===== config.mk =====
export PLATFORM = sky130hd
export DESIGN_NAME = dacc_accum
export DESIGN_NICKNAME = d
export VERILOG_FILES = /design/src/rtl/dacc_pkg.sv /design/src/rtl/dacc_digit.sv /design/src/rtl/dacc_xmit.sv /design/src/rtl/dacc_ctrl.sv /design/src/rtl/dacc_accum.sv
export SDC_FILE = /design/constraint.sdc
export NUM_CORES = 1
export LEC_CHECK = 0
export ABC_AREA = 1
export BUFFER_PORTS_ARGS = -buffer_cell sky130_fd_sc_hd__buf_4
export CORE_ASPECT_RATIO = 0.7
export CORE_MARGIN = 2
export CORE_UTILIZATION = 57
export DETAILED_ROUTE_END_ITERATION = 12
export GPL_ROUTABILITY_DRIVEN = 0
export HOLD_SLACK_MARGIN = 0.05
export PLACE_DENSITY = 0.91
export SETUP_SLACK_MARGIN = 0.2
export SKIP_CTS_REPAIR_TIMING = 1
export SLEW_MARGIN = 20
export SYNTH_ARGS = -nofsm -noshare
export SYNTH_HDL_FRONTEND = slang
export SYNTH_HIERARCHICAL = 1
export SYNTH_SLANG_ARGS = --single-unit

===== constraint.sdc =====
create_clock -name clk -period 24.3 [get_ports clk]
set_input_delay 4.86 -clock clk [delete_from_list [all_inputs] [get_ports clk]]
set_output_delay 4.86 -clock clk [all_outputs]
set_load 0.005 [all_outputs]

===== src/rtl/dacc_pkg.sv =====
package dacc_pkg;
   typedef enum logic [1:0] {
      ST_IDLE  = 2'd0,
      ST_ARMED = 2'd1,
      ST_RUN   = 2'd2
   } dacc_state_e;

   localparam int DIG_W = 4;
endpackage


===== src/rtl/dacc_digit.sv =====
module dacc_digit
   import dacc_pkg::*;
(
   input  logic             clk,
   input  logic             rst_n,
   input  logic             clr,
   input  logic             pulse,
   input  logic             carry_ph,
   input  logic             cin,
   output logic [DIG_W-1:0] val,
   output logic             cout
);
   localparam logic [DIG_W-1:0] NINE = DIG_W'(9);

   logic [DIG_W-1:0] v_q;
   logic             cf_q;

   always_ff @(posedge clk or negedge rst_n) begin
      if (!rst_n) begin
         v_q  <= '0;
         cf_q <= 1'b0;
      end else if (clr) begin
         v_q  <= '0;
         cf_q <= 1'b0;
      end else if (carry_ph) begin
         if (cin) v_q <= (v_q == NINE) ? '0 : v_q + DIG_W'(1);
         cf_q <= 1'b0;
      end else if (pulse) begin
         if (v_q == NINE) begin
            v_q  <= '0;
            cf_q <= 1'b1;
         end else begin
            v_q <= v_q + DIG_W'(1);
         end
      end
   end

   assign val  = v_q;
   assign cout = carry_ph & (cf_q | (cin & (v_q == NINE)));


   digit_range_chk: assert property (@(posedge clk) disable iff (!rst_n) val <= NINE);

   carry_clear_chk: assert property (@(posedge clk) disable iff (!rst_n) carry_ph |=> !cf_q);
endmodule


===== src/rtl/dacc_xmit.sv =====
module dacc_xmit
   import dacc_pkg::*;
#(
   parameter int NDIG = 10
) (
   input  logic                  clk,
   input  logic                  rst_n,
   input  logic                  ph_dig,
   input  logic                  ph_one,
   input  logic                  ph_end,
   input  logic                  en_a,
   input  logic                  en_s,
   input  logic [NDIG*DIG_W-1:0] dig,
   input  logic                  neg,
   output logic [NDIG:0]         a_pulse,
   output logic [NDIG:0]         s_pulse
);
   logic [DIG_W-1:0] slot_q;

   always_ff @(posedge clk or negedge rst_n) begin
      if (!rst_n)      slot_q <= '0;
      else if (ph_end) slot_q <= '0;
      else if (ph_dig) slot_q <= slot_q + DIG_W'(1);
   end

   for (genvar i = 0; i < NDIG; i++) begin : g_line
      logic early;
      assign early      = slot_q < dig[i*DIG_W +: DIG_W];
      assign a_pulse[i] = en_a & ph_dig & early;
      if (i == 0) begin : g_units
         assign s_pulse[i] = en_s & ((ph_dig & ~early) | ph_one);
      end else begin : g_upper
         assign s_pulse[i] = en_s & ph_dig & ~early;
      end
   end

   assign a_pulse[NDIG] = en_a & ph_one & neg;
   assign s_pulse[NDIG] = en_s & ph_one & ~neg;


   quiet_chk: assert property (@(posedge clk) disable iff (!rst_n)
      !(ph_dig || ph_one) |-> (a_pulse == '0) && (s_pulse == '0));

   a_s_excl_chk: assert property (@(posedge clk) disable iff (!rst_n)
      ph_dig |-> ((a_pulse[NDIG-1:0] & s_pulse[NDIG-1:0]) == '0));
endmodule


===== src/rtl/dacc_ctrl.sv =====
module dacc_ctrl
   import dacc_pkg::*;
#(
   parameter int NPROG    = 12,
   parameter int OP_W     = 4,
   parameter int RPT_W    = 4,
   parameter int RPT_BASE = 4
) (
   input  logic                   clk,
   input  logic                   rst_n,
   input  logic                   ph_end,
   input  logic [NPROG-1:0]       prog_go,
   input  logic [NPROG*OP_W-1:0]  cfg_op,
   input  logic [NPROG*RPT_W-1:0] cfg_rpt,
   input  logic [NPROG-1:0]       cfg_clr,
   output logic                   run,
   output logic [OP_W-1:0]        op,
   output logic                   clr_now,
   output logic [NPROG-1:0]       done
);
   localparam int SEL_W = (NPROG > 1) ? $clog2(NPROG) : 1;

   dacc_state_e      st_q;
   logic [SEL_W-1:0] sel_q;
   logic [SEL_W-1:0] pick;
   logic [RPT_W-1:0] rem_q;
   logic [NPROG-1:0] done_q;
   logic [RPT_W-1:0] rpt_eff [NPROG];
   logic             last;

   for (genvar p = 0; p < NPROG; p++) begin : g_rpt
      if (p < RPT_BASE) begin : g_single
         assign rpt_eff[p] = RPT_W'(1);
      end else begin : g_counted
         assign rpt_eff[p] = (cfg_rpt[p*RPT_W +: RPT_W] == '0) ? RPT_W'(1)
                                                             : cfg_rpt[p*RPT_W +: RPT_W];
      end
   end

   always_comb begin
      pick = '0;
      for (int p = NPROG - 1; p >= 0; p--) begin
         if (prog_go[p]) pick = SEL_W'(p);
      end
   end

   assign run     = (st_q == ST_RUN);
   assign op      = cfg_op[sel_q*OP_W +: OP_W];
   assign last    = run & ph_end & (rem_q == RPT_W'(1));
   assign clr_now = last & cfg_clr[sel_q];
   assign done    = done_q;

   always_ff @(posedge clk or negedge rst_n) begin
      if (!rst_n) begin
         st_q   <= ST_IDLE;
         sel_q  <= '0;
         rem_q  <= '0;
         done_q <= '0;
      end else begin
         done_q <= '0;
         case (st_q)
            ST_IDLE: if (|prog_go) begin
               st_q  <= ST_ARMED;
               sel_q <= pick;
            end
            ST_ARMED: if (ph_end) begin
               st_q  <= ST_RUN;
               rem_q <= rpt_eff[sel_q];
            end
            ST_RUN: if (ph_end) begin
               if (rem_q == RPT_W'(1)) begin
                  st_q          <= ST_IDLE;
                  done_q[sel_q] <= 1'b1;
               end else begin
                  rem_q <= rem_q - RPT_W'(1);
               end
            end
            default: st_q <= ST_IDLE;
         endcase
      end
   end


   done_onehot_chk: assert property (@(posedge clk) disable iff (!rst_n) $onehot0(done));

   done_after_end_chk: assert property (@(posedge clk) disable iff (!rst_n)
      (|done) |-> $past(run && ph_end));

   sel_stable_chk: assert property (@(posedge clk) disable iff (!rst_n)
      (st_q != ST_IDLE) |=> $stable(sel_q));
endmodule


===== src/rtl/dacc_accum.sv =====
module dacc_accum
   import dacc_pkg::*;
#(
   parameter int NDIG     = 10,
   parameter int NIN      = 5,
   parameter int NPROG    = 12,
   parameter int RPT_W    = 4,
   parameter int RPT_BASE = 4,
   localparam int OP_W    = $clog2(NIN + 4),
   localparam int LW      = NDIG + 1
) (
   input  logic                   clk,
   input  logic                   rst_n,
   input  logic                   ph_dig,
   input  logic                   ph_one,
   input  logic                   ph_carry,
   input  logic                   ph_end,
   input  logic [NPROG-1:0]       prog_go,
   input  logic [NPROG*OP_W-1:0]  cfg_op,
   input  logic [NPROG*RPT_W-1:0] cfg_rpt,
   input  logic [NPROG-1:0]       cfg_clr,
   input  logic [NIN*LW-1:0]      rx_pulse,
   output logic [LW-1:0]          a_pulse,
   output logic [LW-1:0]          s_pulse,
   output logic [NPROG-1:0]       done
);
   localparam logic [OP_W-1:0] OPC_A  = OP_W'(NIN + 1);
   localparam logic [OP_W-1:0] OPC_AS = OP_W'(NIN + 2);
   localparam logic [OP_W-1:0] OPC_S  = OP_W'(NIN + 3);

   if (NDIG < 2 || NDIG > 18) begin : g_bad_ndig
      $error("dacc_accum: NDIG out of range");
   end
   if (NIN < 1) begin : g_bad_nin
      $error("dacc_accum: NIN must be at least 1");
   end
   if (RPT_BASE > NPROG || RPT_W < 1) begin : g_bad_rpt
      $error("dacc_accum: repeat settings out of range");
   end

   logic                  run;
   logic [OP_W-1:0]       op;
   logic                  clr_now;
   logic                  rx_en;
   logic [LW-1:0]         rx_line;
   logic                  cnt;
   logic [NDIG:0]         cy;
   logic [NDIG*DIG_W-1:0] dig;
   logic                  neg_q;
   logic                  en_a;
   logic                  en_s;

   dacc_ctrl #(
      .NPROG(NPROG), .OP_W(OP_W), .RPT_W(RPT_W), .RPT_BASE(RPT_BASE)
   ) u_ctrl (
      .clk(clk), .rst_n(rst_n), .ph_end(ph_end), .prog_go(prog_go),
      .cfg_op(cfg_op), .cfg_rpt(cfg_rpt), .cfg_clr(cfg_clr),
      .run(run), .op(op), .clr_now(clr_now), .done(done)
   );

   always_comb begin
      rx_en   = 1'b0;
      rx_line = '0;
      for (int k = 0; k < NIN; k++) begin
         if (run && op == OP_W'(k)) begin
            rx_en   = 1'b1;
            rx_line = rx_pulse[k*LW +: LW];
         end
      end
   end

   assign cnt   = rx_en & (ph_dig | ph_one);
   assign cy[0] = 1'b0;

   for (genvar i = 0; i < NDIG; i++) begin : g_dig
      dacc_digit u_digit (
         .clk(clk), .rst_n(rst_n), .clr(clr_now),
         .pulse(cnt & rx_line[i]), .carry_ph(ph_carry & rx_en),
         .cin(cy[i]), .val(dig[i*DIG_W +: DIG_W]), .cout(cy[i+1])
      );
   end

   always_ff @(posedge clk or negedge rst_n) begin
      if (!rst_n)                                neg_q <= 1'b0;
      else if (clr_now)                          neg_q <= 1'b0;
      else if ((cnt & rx_line[NDIG]) ^ cy[NDIG]) neg_q <= ~neg_q;
   end

   assign en_a = run & (op == OPC_A || op == OPC_AS);
   assign en_s = run & (op == OPC_S || op == OPC_AS);

   dacc_xmit #(.NDIG(NDIG)) u_xmit (
      .clk(clk), .rst_n(rst_n), .ph_dig(ph_dig), .ph_one(ph_one), .ph_end(ph_end),
      .en_a(en_a), .en_s(en_s), .dig(dig), .neg(neg_q),
      .a_pulse(a_pulse), .s_pulse(s_pulse)
   );


   dig_hold_chk: assert property (@(posedge clk) disable iff (!rst_n)
      (!rx_en && !clr_now) |=> $stable(dig));

   sign_hold_chk: assert property (@(posedge clk) disable iff (!rst_n)
      (!rx_en && !clr_now) |=> $stable(neg_q));
endmodule


# [Word-level counts from Yosys, hierarchy flattened]
# Index checks and enable logic that the tools add are counted.
[totals] regBits=77 inputBits=181 elab_cells=383
[op_classes] addsub=12 magnitude_cmp=13 eq_ne=35 shift=1 n_mux=142 bitwise_logic=88 n_reduce_logical=66
[ops] operator="two-way mux 4 bit" n=76
[ops] operator="bitwise AND 1 bit" n=64
[ops] operator="nonzero test 3 bit" n=20
[ops] operator="two-way mux 11 bit" n=5
[ops] operator="two-way mux 1 bit" n=49
[ops] operator="variable part select 48 x 7 -> 4 bit" n=1
[ops] operator="adder 4 x 1 -> 4 bit (second input constant)" n=11
[ops] operator="equality test 4 bit (second input constant)" n=11
[ops] operator="AND reduction 2 bit" n=21
[ops] operator="less-than comparator 4 bit" n=10
[ops] operator="zero test 4 bit" n=9
[ops] operator="two-way mux 12 bit" n=3
[ops] operator="inequality test 3 x 2 -> 1 bit (second input constant)" n=9
[ops] operator="binary-select mux 4 bit (select 4 bit)" n=1
[ops] operator="equality test 4 x 3 -> 1 bit (second input constant)" n=3
[ops] operator="OR reduction 12 bit" n=1
[ops] operator="NOT 1 bit" n=11
[ops] operator="OR 1 bit" n=11
[ops] operator="equality test 4 x 1 -> 1 bit (second input constant)" n=2
[ops] operator="equality test 4 x 2 -> 1 bit (second input constant)" n=2
[ops] operator="two-way mux 2 bit" n=4
[ops] operator="inequality test 2 bit (second input constant)" n=4
[ops] operator="case mux 4 bit (2 select lines)" n=1
[ops] operator="AND reduction 4 bit" n=2
[ops] operator="other kinds (16)" n=26

# [Logic depth before layout (Yosys ltp)]
[depth] word_depth=40 mapped_depth=37

# [Hierarchy]
# Netlist, hierarchy kept.
[by_module_without_submodules] mod="dacc_digit" n_inst=10 cells_each=46 area_per_inst_um2=334.1 seq_area_each_um2=125.1
[by_module_without_submodules] mod="dacc_ctrl" n_inst=1 cells_each=290 area_per_inst_um2=1814.2 seq_area_each_um2=550.5
[by_module_without_submodules] mod="dacc_xmit" n_inst=1 cells_each=201 area_per_inst_um2=1158.6 seq_area_each_um2=100.1
[by_module_without_submodules] mod="dacc_accum" n_inst=1 cells_each=121 area_per_inst_um2=625.6 seq_area_each_um2=25.0

# [Worst setup path before layout]
# No wires, ideal clock.
[synth_timing] path_kind="input -> register" startpoint="in cfg_op[19]" endpoint="reg neg_q" setup_time_ns=0.119 t_arrival_ns=12.144 setup_slack_ns=12.037 path_stages=32 n_path_buf=1 path_cell_list="a22oi_1 nand2_1 nand2_1 nand3_1 nor2_2 nand3_2 clkbuf_1 a21boi_0 inv_1 o22ai_1 nand2_2 o22ai_1 nand2_2 o22ai_1 nand2_2 o22ai_1 nand2_2 o22ai_1 nand2_2 o22ai_1 nand2_2 o22ai_1 nand2_2 o22ai_1 nand2_2 o22ai_1 nand2_2 o22ai_1 xor2_1 nand3_1 nand2_1 nor2_1"
[synth_via] elab_chain_len=39 elab_cells_between_ends=54 cone_classes="4 x eq/ne; 1 x shift; 10 x mux; 32 x bitwise; 7 x reduce/logical"
[synth_lines] element="start: declaration" line="dacc_accum.sv:19" text="input logic [NPROG*OP_W-1:0] cfg_op,"
[synth_lines] element="variable part select 48 x 7 -> 4 bit *" line="dacc_ctrl.sv:48" text="assign op = cfg_op[sel_q*OP_W +: OP_W];"
[synth_lines] element="via op[3]" line="dacc_accum.sv:42" text="logic [OP_W-1:0] op;"
[synth_lines] element="zero test 4 bit" line="dacc_accum.sv:65" text="if (run && op == OP_W'(k)) begin"
[synth_lines] element="logical AND 1 bit" line="dacc_accum.sv:65"
[synth_lines] element="two-way mux 1 bit (4 in a row)" line="dacc_accum.sv:65"
[synth_lines] element="two-way mux 1 bit *" line="dacc_accum.sv:65"
[synth_lines] element="bitwise AND 1 bit *" line="dacc_accum.sv:78" text=".pulse(cnt & rx_line[i]), .carry_ph(ph_carry & rx_en),"
[synth_lines] element="bitwise AND 1 bit *" line="dacc_digit.sv:39" text="assign cout = carry_ph & (cf_q | (cin & (v_q == NINE)));"
[synth_lines] element="via cy[1]" line="dacc_accum.sv:47" text="logic [NDIG:0] cy;"
[synth_lines] element="[... 3 more ...]"
[synth_lines] element="via cy[2]" line="dacc_accum.sv:47"
[synth_lines] element="[... 3 more ...]"
[synth_lines] element="via cy[3]" line="dacc_accum.sv:47"
[synth_lines] element="[... 3 more ...]"
[synth_lines] element="via cy[4]" line="dacc_accum.sv:47"
[synth_lines] element="[... 3 more ...]"
[synth_lines] element="via cy[5]" line="dacc_accum.sv:47"
[synth_lines] element="[... 3 more ...]"
[synth_lines] element="via cy[6]" line="dacc_accum.sv:47"
[synth_lines] element="[... 3 more ...]"
[synth_lines] element="via cy[7]" line="dacc_accum.sv:47"
[synth_lines] element="[... 3 more ...]"
[synth_lines] element="via cy[8]" line="dacc_accum.sv:47"
[synth_lines] element="[... 2 more ...]"
[synth_lines] element="bitwise AND 1 bit *" line="dacc_digit.sv:39"
[synth_lines] element="via cy[9]" line="dacc_accum.sv:47"
[synth_lines] element="bitwise AND 1 bit *" line="dacc_digit.sv:39"
[synth_lines] element="OR 1 bit *" line="dacc_digit.sv:39"
[synth_lines] element="bitwise AND 1 bit *" line="dacc_digit.sv:39"
[synth_lines] element="via cy[10]" line="dacc_accum.sv:47"
[synth_lines] element="XOR 1 bit *" line="dacc_accum.sv:86" text="else if ((cnt & rx_line[NDIG]) ^ cy[NDIG]) neg_q <= ~neg_q;"
[synth_lines] element="nonzero test 2 bit (no line) *"
[synth_lines] element="end signal: assignment" line="dacc_accum.sv:86"
[synth_lines] element="end: declaration" line="dacc_accum.sv:49" text="logic neg_q;"
# The timed path passes the listed nets; every way through them passes the cells marked *.
# A chain may end at the register's enable or synchronous reset.

# [Worst setup path after layout]
[layout_timing] startpoint="in cfg_op[44]" endpoint="out s_pulse[0]"
[layout_via] elab_chain_len=5 elab_cells_between_ends=6 cone_classes="2 x eq/ne; 1 x shift; 2 x bitwise; 1 x reduce/logical"
[layout_lines] element="variable part select 48 x 7 -> 4 bit *" line="dacc_ctrl.sv:48"
[layout_lines] element="via op[0]" line="dacc_accum.sv:42"
[layout_lines] element="equality test 4 bit or equality test 4 x 3 -> 1 bit (tied branches)" line="dacc_accum.sv:90" text="assign en_s = run & (op == OPC_S || op == OPC_AS);"
[layout_lines] element="logical OR 1 bit *" line="dacc_accum.sv:90"
[layout_lines] element="bitwise AND 1 bit *" line="dacc_accum.sv:90"
[layout_lines] element="via en_s" line="dacc_accum.sv:51" text="logic en_s;"
[layout_lines] element="bitwise AND 1 bit *" line="dacc_xmit.sv:31" text="assign s_pulse[i] = en_s & ((ph_dig & ~early) | ph_one);"
[layout_lines] element="end: declaration" line="dacc_accum.sv:24" text="output logic [LW-1:0] s_pulse,"
# Marked as above.

==> flow_results.org <==
** CTS
- Clk root buf :: clkbuf_16
- Clock-pin slew was measured on the worst setup and hold paths at about 0.060 ns.
- TritonCTS built the clock tree.
- TritonCTS created 9 clock buffers.
- The clock passes through at most 2 buffers.
- The H-tree was split into 3 levels.
- Clock Latency Late Sink :: 0.34 ns
- Number of sinks on the clock net :: 77

** Global route
- Global routing consumed, over all layers together, 32.70% of the routing resources.
- After global routing the overflow that remains totals 0.
- The number of antenna violations at the first check in global routing came to 0.
- Global routing used 53.49% of the available met2 tracks.
- Entering global routing, the biggest net connects 78 pins.
- Met1 routing resource usage after global routing :: 43.12%
- The layer flagged by global routing as most heavily used is met2.
- Global-route track usage on met3 :: 7.004%
- Number of global-route vias before repair :: 7167
- Global-route wire length before repair :: 33540 µm

** Synth
- After synthesis the netlist holds a flip-flop and latch count of slightly below 80.
- In the synthesized netlist, the number of instances is between 1k and 1.5k.
- Synthesized net count :: 1306
- Mapped Area :: 6939 µm²
- Post-synth cell types :: 36
- Share of synthesized area occupied by flip-flops and latches :: 27.77%
- A synthesized cell averages 6.473 µm².
- The Yosys step of the flow raised 6 warnings.

** STA
- Hold is met by 0.5186 ns.
- Final Max Tran Viols :: 0
- Setup violations remaining at the end of the flow were counted as 0.
- Highest attainable clock frequency :: 83.99 MHz
- On the final layout, the worst clock skew is 0.006506 ns.
- RSZ-0062 raised after global routing :: false
- The number of hold violations in the final report is 0.
- Worst-Margin Slew :: ~1.1 ns
- Sum Neg Setup Slack :: 0 ns
- Slew margin rel. :: 25.78%
- Minimum clock period :: 11.91 ns
- The worst path uses between 40 and 50% of the clock period.

** Worst hold path
- Beginning of the worst hold path :: g_dig[2].u_digit/cf_q$_DFFE_PN0P_
- Worst Hold Class :: reg -> reg

** Placement
- Port buffering added 198 buffers.
- Detailed placement ended at an HPWL of 15580 µm.

** Power and ir drop
- VDD IR-drop max :: approximately 45 µV
- Power Total :: just under 600 µW
- Pwr/cell area :: ~66 nW/µm²
- Leak pwr :: 4.902 nW

** Die
- Total number of placement rows :: 33
- The die is ~96 µm tall.
- Starting Density :: 58.76%
- Placeable core region :: 11810 µm²
- Measured along the x axis, the die boundary spans 135.9 µm.
- During I/O placement, the number of pins put on the boundary was between 200 and 250.
- Full die area :: 13090 µm²

** Route
- For this block, the initial DRC count from the detailed router was 588.
- The detailed router placed 7636 vias in this run.
- Dividing the detail-routed via count by the number of cells gives around 5.3.
- In this run the remaining antenna-violating nets after routing total 0.
- Count of TritonRoute iterations in the first routing pass :: 8
- DR WL/cell :: about 15 µm
- Final routed wirelength across all metal layers :: roughly 21000 µm
- For this run, design rule violations remaining after detail routing come to 0.

** Cells and area
- Summing all multi-input logic gate instances after layout gives 4160 µm².
- The library cell used most frequently in the layout, excluding fill and tap cells, is nand2_1.
- In the layout the commonest cells are nand2_1, buf_4, inv_1.
- Final antenna diode count :: 0
- At the end of the flow, the number of nets in the layout was 1506.
- The post-route netlist has 23.57% of its cells at a drive strength greater than 1.
- Fill cells in the final layout number 929.
- Relative to the synthesized area, the layout overhead comes to 28.09%.
- Across the whole layout, storage elements account for roughly 1900 µm².

** Setup path
- Data required time at the worst endpoint :: around 20 ns
- Of all nets on the critical path, the largest fanout is 10.
- Reg-to-reg setup timing slack :: between 15 and 20 ns
- The critical path starts at cfg_op[44].
- Source of the worst register-to-register timing path :: u_ctrl/sel_q[0]$_DFFE_PN0P_
- Type of the setup path with the least slack :: in -> out
- The worst setup path is captured at an output port.
- STA puts the critical path data arrival time at approximately 7.1 ns.
- Category of the worst setup path launch point :: primary input

** Job
- Number of max-capacitance violations reported :: 0

** Run status
- The flow ran to the end, and the final reports show no timing, DRC or antenna violations.
## cells in the mapped netlist
cell type | n | share of area (%)
a211oi_1 | 1 | 0.11
a22oi_1 | 30 | 3.2
nor2_4 | 13 | 2.1
o211ai_1 | 1 | 0.11
conb_1 | 1 | 0.054
nor2_2 | 15 | 1.4
o21ai_2 | 1 | 0.13
ha_1 | 53 | 9.6
o21ai_1 | 7 | 0.50
buf_2 | 7 | 0.50
inv_2 | 15 | 0.81
a21oi_1 | 73 | 5.3
xor2_1 | 11 | 1.4
a21boi_0 | 2 | 0.22
nand3_1 | 40 | 2.9
or2_0 | 1 | 0.090
nor3_1 | 2 | 0.14
nor3_2 | 2 | 0.29
nand3_2 | 12 | 1.7
o2111ai_1 | 3 | 0.38
o21ai_0 | 29 | 2.1
inv_1 | 193 | 10
or2_2 | 4 | 0.36
nand4_1 | 25 | 2.3
clkbuf_1 | 2 | 0.11
buf_6 | 2 | 0.32
nor2_1 | 75 | 4.1
nand2_2 | 21 | 1.9
dfrtp_1 | 77 | 28
o22ai_1 | 12 | 1.1
o31ai_1 | 1 | 0.11
o21a_1 | 1 | 0.11
and3_1 | 2 | 0.18
nand2_1 | 335 | 18
nor4_1 | 1 | 0.090
clkinv_2 | 2 | 0.14
## cell type report
cell class / instances / area share [%]
multi-input combinational: 774 / 46.80
tap: 157 / 2.210
clock inverter: 3 / 0.4786
inverter: 210 / 8.896
timing repair buffer: 200 / 16.89
sequential: 77 / 21.68
clock buffer: 13 / 3.041
## power breakdown
part	leakage (nW)	internal (mW)	switching, mW
clock	0.152	0.0878	0.0510
sequential	1.05	0.154	0.0273
combinational	3.70	0.0940	0.176
total	4.90	0.335	0.254
## path summary, 6_finish.rpt
check / to / depth (start not counted)
hold reg to reg: g_dig[2].u_digit/cf_q$_DFFE_PN0P_ / 2
max in group asynchronous: g_dig[3].u_digit/val[1]$_DFFE_PN0P_ / 1
setup reg to reg: neg_q$_DFFE_PN0P_ / 32
min in group asynchronous: g_dig[9].u_digit/val[0]$_DFFE_PN0P_ / 1
setup / recovery: s_pulse[0] / 13
hold / removal: g_dig[2].u_digit/cf_q$_DFFE_PN0P_ / 2
## flip-flops by register name, indices dropped and copies added, names as in the netlist
name,cells
g_dig.u_digit/val,40
u_ctrl/done,12
g_dig.u_digit/cf_q,10
u_ctrl/rem_q,4
u_ctrl/sel_q,4
u_xmit/slot_q,4
u_ctrl/st_q,2
neg_q,1
## metal layers
metal / share of wire, % / up-vias / wire length [µm]
li1: - / 3785 / -
met1: 42 / 3475 / 8837
met2: 46 / 324 / 9594
met3: 8.9 / 52 / 1864
met4: 2.7 / 0 / 567
met5: 0 / - / 0
## worst max-delay path: stages
cell	delay [ns]
buf_4	0.11
a22oi_1	0.18
nand2_1	0.11
nand2_1	0.07
nand3_1	0.20
nor2_2	0.28
nand3_1	0.10
a21oi_1	0.24
nand2_1	0.46
inv_1	0.15
nand2_1	0.10
nand2_1	0.07
buf_4	0.12
## cell families (layout without fill, tap and decap cells)
kind of cell	after synthesis	count (layout)	synth area share, %
buf+inv	221	426	12.33
xor+xnor	11	11	1.388
other cells	1	1	0.05404
fa+ha+maj	53	53	9.556
simple gates	548	548	35.56
compound gates	161	161	13.34
flops	77	77	27.77
## stage by stage
step	utilization, %	area (µm²)	setup slack (ns)	instances
floorplan	-	6939	12.04	1072
global placement	72.62	8576	12.51	1418
detailed placement	72.62	8576	12.44	1418
CTS	75.27	8889	12.42	1434
global route	75.27	8889	12.18	1434
finish	75.27	8889	12.39	1434
No activity file was read; power rests on OpenSTA's default activity.
